### src/rtl/dma_rpt_pkg.sv
package dma_rpt_pkg;

    localparam int REG_AW = 3;

    localparam logic [REG_AW-1:0] REG_SRC  = 3'd0;
    localparam logic [REG_AW-1:0] REG_DST  = 3'd1;
    localparam logic [REG_AW-1:0] REG_OFS  = 3'd2;
    localparam logic [REG_AW-1:0] REG_RPT  = 3'd3;
    localparam logic [REG_AW-1:0] REG_CTRL = 3'd4;
    localparam logic [REG_AW-1:0] REG_STAT = 3'd5;
    localparam logic [REG_AW-1:0] REG_CNT  = 3'd6;

    localparam int CTRL_EN_BIT  = 8;
    localparam int CTRL_OFS_BIT = 4;

    typedef enum logic [1:0] {
        SZ_BYTE = 2'd0,
        SZ_WORD = 2'd1,
        SZ_LONG = 2'd2
    } xsize_e;

    typedef enum logic [1:0] {
        DM_FIXED = 2'd0,
        DM_INC   = 2'd1,
        DM_DEC   = 2'd2
    } dmode_e;

    function automatic logic [2:0] size_bytes(input logic [1:0] code);
        case (code)
            SZ_BYTE: return 3'd1;
            SZ_WORD: return 3'd2;
            default: return 3'd4;
        endcase
    endfunction

endpackage

### src/rtl/dma_rpt_regs.sv
module dma_rpt_regs
    import dma_rpt_pkg::*;
#(
    parameter int AW = 32,
    parameter int CW = 16
) (
    input  logic              clk,
    input  logic              rst,
    input  logic              we,
    input  logic [REG_AW-1:0] waddr,
    input  logic [AW-1:0]     wdata,
    input  logic              fire,
    input  logic              rpt_hit,
    output logic              en,
    output logic [1:0]        size,
    output logic [1:0]        dmode,
    output logic              ofs_en,
    output logic [AW-1:0]     offset,
    output logic [CW-1:0]     rpt_size,
    output logic              src_load,
    output logic              dst_load,
    output logic              irq,
    output logic              done
);

    logic [CW-1:0] cnt_left;
    logic          cnt_on;
    logic          last_beat;

    assign last_beat = cnt_on && (cnt_left == CW'(1));
    assign src_load  = we && (waddr == REG_SRC);
    assign dst_load  = we && (waddr == REG_DST);

    always_ff @(posedge clk) begin
        if (rst) begin
            en       <= 1'b0;
            size     <= 2'd0;
            dmode    <= 2'd0;
            ofs_en   <= 1'b0;
            offset   <= '0;
            rpt_size <= '0;
            cnt_left <= '0;
            cnt_on   <= 1'b0;
            irq      <= 1'b0;
            done     <= 1'b0;
        end else begin
            if (fire) begin
                if (cnt_on) begin
                    cnt_left <= cnt_left - CW'(1);
                    if (last_beat) begin
                        cnt_on <= 1'b0;
                        done   <= 1'b1;
                        en     <= 1'b0;
                    end
                end
                if (rpt_hit && !last_beat) begin
                    irq <= 1'b1;
                    en  <= 1'b0;
                end
            end
            if (we) begin
                case (waddr)
                    REG_OFS: offset   <= wdata;
                    REG_RPT: rpt_size <= wdata[CW-1:0];
                    REG_CNT: begin
                        cnt_left <= wdata[CW-1:0];
                        cnt_on   <= (wdata[CW-1:0] != '0);
                    end
                    REG_CTRL: begin
                        size   <= wdata[1:0];
                        dmode  <= wdata[3:2];
                        ofs_en <= wdata[CTRL_OFS_BIT];
                        en     <= wdata[CTRL_EN_BIT] && !done;
                    end
                    REG_STAT: begin
                        if (wdata[0]) irq  <= 1'b0;
                        if (wdata[1]) done <= 1'b0;
                    end
                    default: ;
                endcase
            end
        end
    end

    a_r11_count_needs_on: assert property (@(posedge clk) disable iff (rst)
        fire && last_beat && !we |=> done && !en);

endmodule

### src/rtl/dma_rpt_src.sv
module dma_rpt_src
    import dma_rpt_pkg::*;
#(
    parameter int AW = 32,
    parameter int CW = 16
) (
    input  logic          clk,
    input  logic          rst,
    input  logic          load,
    input  logic [AW-1:0] load_data,
    input  logic          fire,
    input  logic [1:0]    size,
    input  logic          ofs_en,
    input  logic [AW-1:0] offset,
    input  logic [CW-1:0] rpt_size,
    output logic          rpt_hit,
    output logic [AW-1:0] cur,
    output logic [AW-1:0] start
);

    localparam int PW = CW + 1;

    logic [PW-1:0] prog;
    logic [PW-1:0] prog_nx;
    logic [2:0]    sb;
    logic [AW-1:0] step;

    assign sb      = size_bytes(size);
    assign prog_nx = prog + PW'(sb);
    assign rpt_hit = (rpt_size != '0) && (prog_nx >= PW'(rpt_size));
    assign step    = ofs_en ? offset : AW'(sb);

    always_ff @(posedge clk) begin
        if (rst) begin
            cur   <= '0;
            start <= '0;
            prog  <= '0;
        end else if (load) begin
            cur   <= load_data;
            start <= load_data;
            prog  <= '0;
        end else if (fire) begin
            if (rpt_hit) begin
                cur  <= start;
                prog <= '0;
            end else begin
                cur  <= cur + step;
                prog <= prog_nx;
            end
        end
    end

    a_r7_load_aligns_start: assert property (@(posedge clk) disable iff (rst)
        load |=> (cur == start));

endmodule

### src/rtl/dma_rpt_dst.sv
module dma_rpt_dst
    import dma_rpt_pkg::*;
#(
    parameter int AW = 32
) (
    input  logic          clk,
    input  logic          rst,
    input  logic          load,
    input  logic [AW-1:0] load_data,
    input  logic          fire,
    input  logic [1:0]    size,
    input  logic [1:0]    dmode,
    output logic [AW-1:0] cur
);

    logic [AW-1:0] sb;

    assign sb = AW'(size_bytes(size));

    always_ff @(posedge clk) begin
        if (rst) begin
            cur <= '0;
        end else if (load) begin
            cur <= load_data;
        end else if (fire) begin
            case (dmode)
                DM_INC:  cur <= cur + sb;
                DM_DEC:  cur <= cur - sb;
                default: cur <= cur;
            endcase
        end
    end

    a_r4_fixed_holds: assert property (@(posedge clk) disable iff (rst)
        fire && !load && (dmode == DM_FIXED) |=> $stable(cur));

endmodule

### src/rtl/dma_rpt_addrgen.sv
module dma_rpt_addrgen
    import dma_rpt_pkg::*;
#(
    parameter int AW = 32,
    parameter int CW = 16
) (
    input  logic              clk,
    input  logic              rst,
    input  logic              cfg_we,
    input  logic [REG_AW-1:0] cfg_addr,
    input  logic [AW-1:0]     cfg_wdata,
    input  logic              xfer_req,
    output logic              xfer_gnt,
    output logic [AW-1:0]     src_addr,
    output logic [AW-1:0]     dst_addr,
    output logic [1:0]        xfer_size,
    output logic              rpt_irq,
    output logic              done_flag
);

    logic          chan_en;
    logic          fire;
    logic [1:0]    dmode;
    logic          ofs_en;
    logic [AW-1:0] offset;
    logic [CW-1:0] rpt_size;
    logic          src_load;
    logic          dst_load;
    logic          rpt_hit;
    logic [AW-1:0] rpt_start;

    assign fire     = xfer_req && chan_en;
    assign xfer_gnt = fire;

    dma_rpt_regs #(.AW(AW), .CW(CW)) regs_i (
        .clk(clk), .rst(rst),
        .we(cfg_we), .waddr(cfg_addr), .wdata(cfg_wdata),
        .fire(fire), .rpt_hit(rpt_hit),
        .en(chan_en), .size(xfer_size), .dmode(dmode), .ofs_en(ofs_en),
        .offset(offset), .rpt_size(rpt_size),
        .src_load(src_load), .dst_load(dst_load),
        .irq(rpt_irq), .done(done_flag)
    );

    dma_rpt_src #(.AW(AW), .CW(CW)) src_i (
        .clk(clk), .rst(rst),
        .load(src_load), .load_data(cfg_wdata),
        .fire(fire), .size(xfer_size), .ofs_en(ofs_en),
        .offset(offset), .rpt_size(rpt_size),
        .rpt_hit(rpt_hit), .cur(src_addr), .start(rpt_start)
    );

    dma_rpt_dst #(.AW(AW)) dst_i (
        .clk(clk), .rst(rst),
        .load(dst_load), .load_data(cfg_wdata),
        .fire(fire), .size(xfer_size), .dmode(dmode),
        .cur(dst_addr)
    );

    a_r10_idle_holds: assert property (@(posedge clk) disable iff (rst)
        !xfer_gnt && !cfg_we |=> $stable(src_addr) && $stable(dst_addr));

    a_r5_snap_to_start: assert property (@(posedge clk) disable iff (rst)
        $rose(rpt_irq) |-> (src_addr == rpt_start));

    a_r5_stops_channel: assert property (@(posedge clk) disable iff (rst)
        $rose(rpt_irq) && !$past(cfg_we) |-> !xfer_gnt);

    a_r11_done_stops: assert property (@(posedge clk) disable iff (rst)
        $rose(done_flag) && !$past(cfg_we) |-> !xfer_gnt);

    a_r12_done_wins: assert property (@(posedge clk) disable iff (rst)
        $rose(done_flag) |-> !$rose(rpt_irq));

endmodule

### config.mk
export PLATFORM = sky130hd
export DESIGN_NAME = dma_rpt_addrgen
export DESIGN_NICKNAME = d
export VERILOG_FILES = /design/src/rtl/dma_rpt_pkg.sv /design/src/rtl/dma_rpt_regs.sv /design/src/rtl/dma_rpt_src.sv /design/src/rtl/dma_rpt_dst.sv /design/src/rtl/dma_rpt_addrgen.sv
export SDC_FILE = /design/constraint.sdc
export NUM_CORES = 1
export LEC_CHECK = 0
export ABC_AREA = 0
export BUFFER_PORTS_ARGS = -buffer_cell sky130_fd_sc_hd__buf_4
export CELL_PAD_IN_SITES_DETAIL_PLACEMENT = 1
export CELL_PAD_IN_SITES_GLOBAL_PLACEMENT = 1
export CORE_UTILIZATION = 45
export CTS_BUF_LIST = sky130_fd_sc_hd__clkbuf_8 sky130_fd_sc_hd__clkbuf_16
export CTS_CLUSTER_DIAMETER = 80
export DETAILED_ROUTE_END_ITERATION = 6
export PLACE_DENSITY_LB_ADDON = 0.05
export SYNTH_ARGS = -nofsm -noshare
export SYNTH_HDL_FRONTEND = slang
export SYNTH_SLANG_ARGS = --single-unit
### constraint.sdc
create_clock -name clk -period 4.9 [get_ports clk]
set_input_delay 0.735 -clock clk [delete_from_list [all_inputs] [get_ports clk]]
set_output_delay 0.735 -clock clk [all_outputs]
set_load 0.01 [all_outputs]
### Word-level counts from Yosys, hierarchy flattened

Index checks and enable logic that the tools add are counted.
W data, S select, Z words.

* output and inout port bits: 69
* logic and storage cells: 86
* input port bits: 39
* register bits: 186

* add/sub/neg operators: 5
* $lt $le $gt $ge: 1
* reduce and logical (&&, ||, !) cells: 21
* equality and inequality tests: 10
* muxes and demuxes: 35

Operator list (number)
* $mux W32: 6
* $mux W16: 4
* $pmux W32 S2: 1
* $add A32 B3 Y32: 1
* $add A32 B32 Y32: 1
* $reduce_bool A16 Y1: 2
* $sub A32 B3 Y32: 1
* $mux W1: 22
* $add A17 B3 Y17: 1
* $ge A17 B16 Y1: 1
* $mux W17: 1
* $eq A16 B1 Y1 const B: 1
* $sub A16 B1 Y16 const B: 1
* $eq A3 B3 Y1 const B: 3
* $reduce_and A2 Y1: 4
* $logic_and A1 B1 Y1: 7
* $eq A3 B2 Y1 const B: 2
* $pmux W3 S2: 1
* $eq A2 B1 Y1 const B: 2
* $reduce_bool A2 Y1: 2
* $eq A3 B1 Y1 const B: 1
* $logic_not A3 Y1: 1
* $reduce_bool A3 Y1: 1
* $eq A2 B2 Y1 const B: 1
* other kinds (3): 4

### Longest topological paths before layout

* depth after elaboration: 11
* depth in mapped cells: 19
* depth with buffers taken out: 17

### Cells and area by module

A second synthesis with hierarchy kept.

* cell total of the unflattened synthesis: 1568
* area, all modules: 12159.2 µm²

Modules (own cells, without submodules)
* dma_rpt_src: cells each 776, area each 6112.1 µm², seq. area each 1621.6 µm², instances 1
* dma_rpt_dst: cells each 420, area each 3076.7 µm², seq. area each 640.6 µm², instances 1
* dma_rpt_regs: cells each 371, area each 2964.1 µm², seq. area each 1461.4 µm², instances 1
* dma_rpt_addrgen: cells each 1, area each 6.3 µm², seq. area each 0.0 µm², instances 1

### Worst setup path before layout

No wires, ideal clock.

* path type: register to register
* start: register regs_i.size[1]
* end: register src_i.cur[23]
* buffers on the path: 2
* required time: 4.812 ns
* period minus slack after synthesis: 4.044 ns
* setup slack: 0.856 ns
* cell stages (with the launch flop): 18
* arrival time: 3.956 ns
* setup time: 0.088 ns
* path through: dfxtp_1 nor2_1 ha_1 maj3_1 a21oi_1 or4b_1 clkbuf_1 nor2_1 xor2_1 ha_1 and4_1 nand2_1 nor3_1 or4b_1 o2bb2ai_2 buf_6 o311a_1 nor4_2

* word-level cells in the longest chain between the ends: 8
* elaborated cells on any way between the ends: 11
* those cells by class: add/sub: 2; order compare: 1; eq/ne: 1; mux: 5; reduce/logical: 2

RTL lines
* from (decl): RTL line dma_rpt_regs.sv:15 `output logic [1:0] size,`
* from (signal assigned): RTL line dma_rpt_regs.sv:70 `size <= wdata[1:0];`
* $eq A2 B1 Y1 / $logic_not A2 Y1 (equally long branches): RTL line dma_rpt_pkg.sv:29 `case (code)`
* $pmux W3 S2 (*): RTL line dma_rpt_pkg.sv:29
* $add A17 B3 Y17: RTL line dma_rpt_src.sv:29 `assign prog_nx = prog + PW'(sb);`
* $ge A17 B16 Y1: RTL line dma_rpt_src.sv:30 `assign rpt_hit = (rpt_size != '0) && (prog_nx >= PW'(rpt_size));`
* $logic_and A1 B1 Y1: RTL line dma_rpt_src.sv:30
* $mux W32 (*): RTL line dma_rpt_src.sv:43 `if (rpt_hit) begin`
* $mux W32 (*): RTL line dma_rpt_src.sv:42 `end else if (fire) begin`
* $mux W32 (*): RTL line dma_rpt_src.sv:38 `end else if (load) begin`
* to (signal assigned): RTL line dma_rpt_src.sv:39 `cur <= load_data;`
* to (signal assigned): RTL line dma_rpt_src.sv:44 `cur <= start;`
* to (signal assigned): RTL line dma_rpt_src.sv:47 `cur <= cur + step;`
* to (decl): RTL line dma_rpt_src.sv:17 `output logic [AW-1:0] cur,`

Every way passes the cells marked *; elsewhere a longest branch is shown, timed or not. The select of a mux whose other input is x is not followed.
A chain may end at the register's enable or synchronous reset.

### Final worst setup path

* start: register regs_i.size[1]
* end: register src_i.cur[0]

Same word-level chain as after synthesis.

==> results.toml <==
[cts]
clockBufferDepth = 2
clock_sinks = 186
numCtsBuffers = 17
post_cts_buffers = 0
holdBufCountCts = 0
clock_latency_ps = 450
htreeDepth = 4
clkSlewWorstSetupHoldPaths_ps = 80
clock-root-buffer = "clkbuf_16"
tritoncts = "done"

[worst_setup_path]
cp.arrival_ps = 4920
cp_top_family = "compound AO/OA/AOI/OAI gates"
required_ps = 5260
cp-end-kind = "flop"
path_class = "reg -> reg"
crit_top_cell = "a21oi_1"
crit_path_max_incr_delay_ps = 730
path_cells = "buf_4, nand2b_1, xnor2_1, ha_1, a21oi_1, a21o_1, nor2_1, nand4_1, xnor2_1, ha_1, a21oi_1, o21ai_0, o31ai_1, o2bb2ai_4, buf_6, mux2i_1, a211o_1, a21oi_1"
worst-path-buf-inv = 2
slowest_stage = "o31ai_1"
startpoint_type = "flop"
worstPathMaxFanout = 14

[pwr]
pwr_density_cell_nw_per_um2 = 253
ir_drop_v = 0.000154
leakage_nw = 5.53

[worst_hold_path]
min_path_type = "reg -> reg"

[layout]
multi_input_comb_area_um2 = 7700
regArea_um2 = 3720
syn2layout_area_growth_pct = 14.0
instances_no_fill = 1967
drive_above_1_share = 0.110
fin_nets = 1744
fill_cells = 3207

[sta]
tns_ps = 0
timing.final.ws_setup_ps = 346
worst_pin_slew_ps = 965
slew_viol_final = 0
fin_worst_skew_ps = 20.1
grt_setup_unrepaired = "no"
max_slew_margin = 0.357
fmax_mhz = 220
post-route-min-period_ps = 4550
setup_viol = 0
period_share = 0.929
hold_viol = 0

[floorplan]
core_area_um2 = 26000
ios = 108
die-area_um2 = 27100
start_util = 0.457
die_w_um = 165
die_h_um = 165
rows = 59

[yosys]
syn_area_per_cell_um2 = 7.63
yosysMostFrequentCell = "nand2_1"
synth_area_leaders = "dfxtp_1, ha_1, nand2_1"
synthesis.area_um2 = 11900
synth_edf_count = 0
synth_top_cell_area_share = 0.313
synthArstFlopShare = 0
yosysWarnings = 0
ys_types = 72
ys_ff_latch = 186
syn_nets = 1684
synth_flop_cell = "dfxtp_1"
synth_commonest_cells = "nand2_1, a21oi_1, dfxtp_1"
syn_inst = 1558
synth_area_leader_cell = "dfxtp_1"
ys_seq_area_frac = 0.313

[placed_design]
dp.final_hpwl_mm = 28.9
port_buffers = 107
pre_cts_slack_ps = 332
gp_congestion = 0.874
placedCellCount = 1933

[drt]
drc = 0
first_pass_iters = 5
drt_iter0_drc = 759
dr_total_vias = 11800
drt-total-wl_mm = 41.2
ant_nets = 0
wl_per_cell_um = 20.9
vias_per_cell = 6.02

[grt]
grt_overflow = 0
grt_pass1_vias = 11600
grt_first_pass_wirelength_mm = 63.7
grt_max_degree = 88
grt.total_usage = 0.303
grt_antenna_before_repair = 1

[job]
maxCapViolations = 0

[run_status]
status = "completed"
==> final cells by class <==
class                           count  area share
Clock inverter                     14      0.0113
Sequential cell                   186       0.275
Clock buffer                       18      0.0324
Timing Repair Buffer              126      0.0701
Inverter                           43      0.0119
Tap cell                          335      0.0309
Multi-Input combinational cell   1244       0.568
Antenna cell                        1    0.000185
==> final timing paths <==
path / startpoint / endpoint / slack, ps / depth (start not counted)
max: regs_i.size[1] / src_i.cur[0] / 350 / 18
min: src_i.start[21] / src_i.cur[21] / 440 / 2
max reg2reg: regs_i.size[1] / src_i.cur[0] / 350 / 18
min reg2reg: src_i.start[21] / src_i.cur[21] / 440 / 2
==> stage by stage <==
step / utilization / hold WS (ps) / area (µm²) / total power [W]
final: 0.522 / 435 / 13600 / 0.00343
after global routing: 0.522 / 473 / 13600 / 0.00354
after CTS: 0.521 / 437 / 13500 / 0.00343
after detailed placement: 0.498 / 435 / 12900 / 0.00202
after global placement: 0.498 / 427 / 12900 / 0.00201
after floorplan: - / 415 / 11900 / 0.00185
==> power by group <==
group | internal (W) | switching (W) | leakage [nW] | total, W
Sequential | 0.00155 | 0.0000313 | 1.51 | 0.00158
Clock | 0.000738 | 0.000691 | 0.286 | 0.00143
Combinational | 0.000151 | 0.000271 | 3.74 | 0.000422
Total | 0.00243 | 0.000994 | 5.53 | 0.00343
==> kinds of logic (layout without fill, tap and decap cells) <==
| logic type | after synthesis | after routing | synth area share |
|---|---|---|---|
| DFF | 186 | 186 | 0.313 |
| xor gates and xnor gates | 64 | 64 | 0.0472 |
| AOI/OAI and AO/OA | 480 | 481 | 0.255 |
| adders and majority gates | 88 | 88 | 0.0937 |
| and+or+nand+nor | 583 | 583 | 0.225 |
| buffers and inverters | 129 | 201 | 0.0419 |
| other | 0 | 1 | 0 |
| muxes | 28 | 28 | 0.0239 |
==> per-layer routing <==
metal  wire length, µm  GRT usage  up-vias  part of all wire
met5                 0          0        -                 0
met4               569     0.0638        0             0.014
met3              1840     0.0540       37             0.045
met2             19400      0.504      229              0.47
met1             19400      0.408     5878              0.47
li1                  -          -     5700                 -
==> timing repair <==
action | CTS | global route
resized for setup | 0 | 2
hold endpoints to repair | 0 | 0
endpoints found under the setup margin | 0 | 10
==> registers in the layout, summed over array words and instances, names as in the netlist <==
| register | count |
|---|---|
| regs_i.cnt_left | 16 |
| regs_i.rpt_size | 16 |
| src_i.start | 32 |
| src_i.prog | 17 |
| regs_i.size | 2 |
| regs_i.offset | 32 |
| regs_i.dmode | 2 |
| regs_i.ofs_en | 1 |
| regs_i.en | 1 |
| regs_i.cnt_on | 1 |
| src_i.cur | 32 |
| dst_i.cur | 32 |
| regs_i.irq | 1 |
| regs_i.done | 1 |
==> layout by cell type, fill, tap and decap left out, drive strengths merged, types with 9 or more instances in the layout <==
cell	instances
nand2	275
a21oi	193
dfxtp	186
buf	126
nor2	120
ha	85
o21ai	79
inv	49
and2	38
xnor2	37
a211oi	34
xor2	27
a21o	26
mux2i	25
nand3	23
nor3	21
nor4	19
clkbuf	18
and3	17
nand4	16
o21a	15
a211o	15
a22oi	14
a311oi	11
o211a	11
a31oi	10
or3	10
nor2b	9
a21boi	9
o31ai	9
o211ai	9
nand3b	9
==> worst min-delay path, delay by kind of cell, from the launching register on <==
kind | cells | cell delay, ps
flops | 1 | 310
simple gates | 2 | 90
Note: power is estimated with default switching activity, not from simulation.
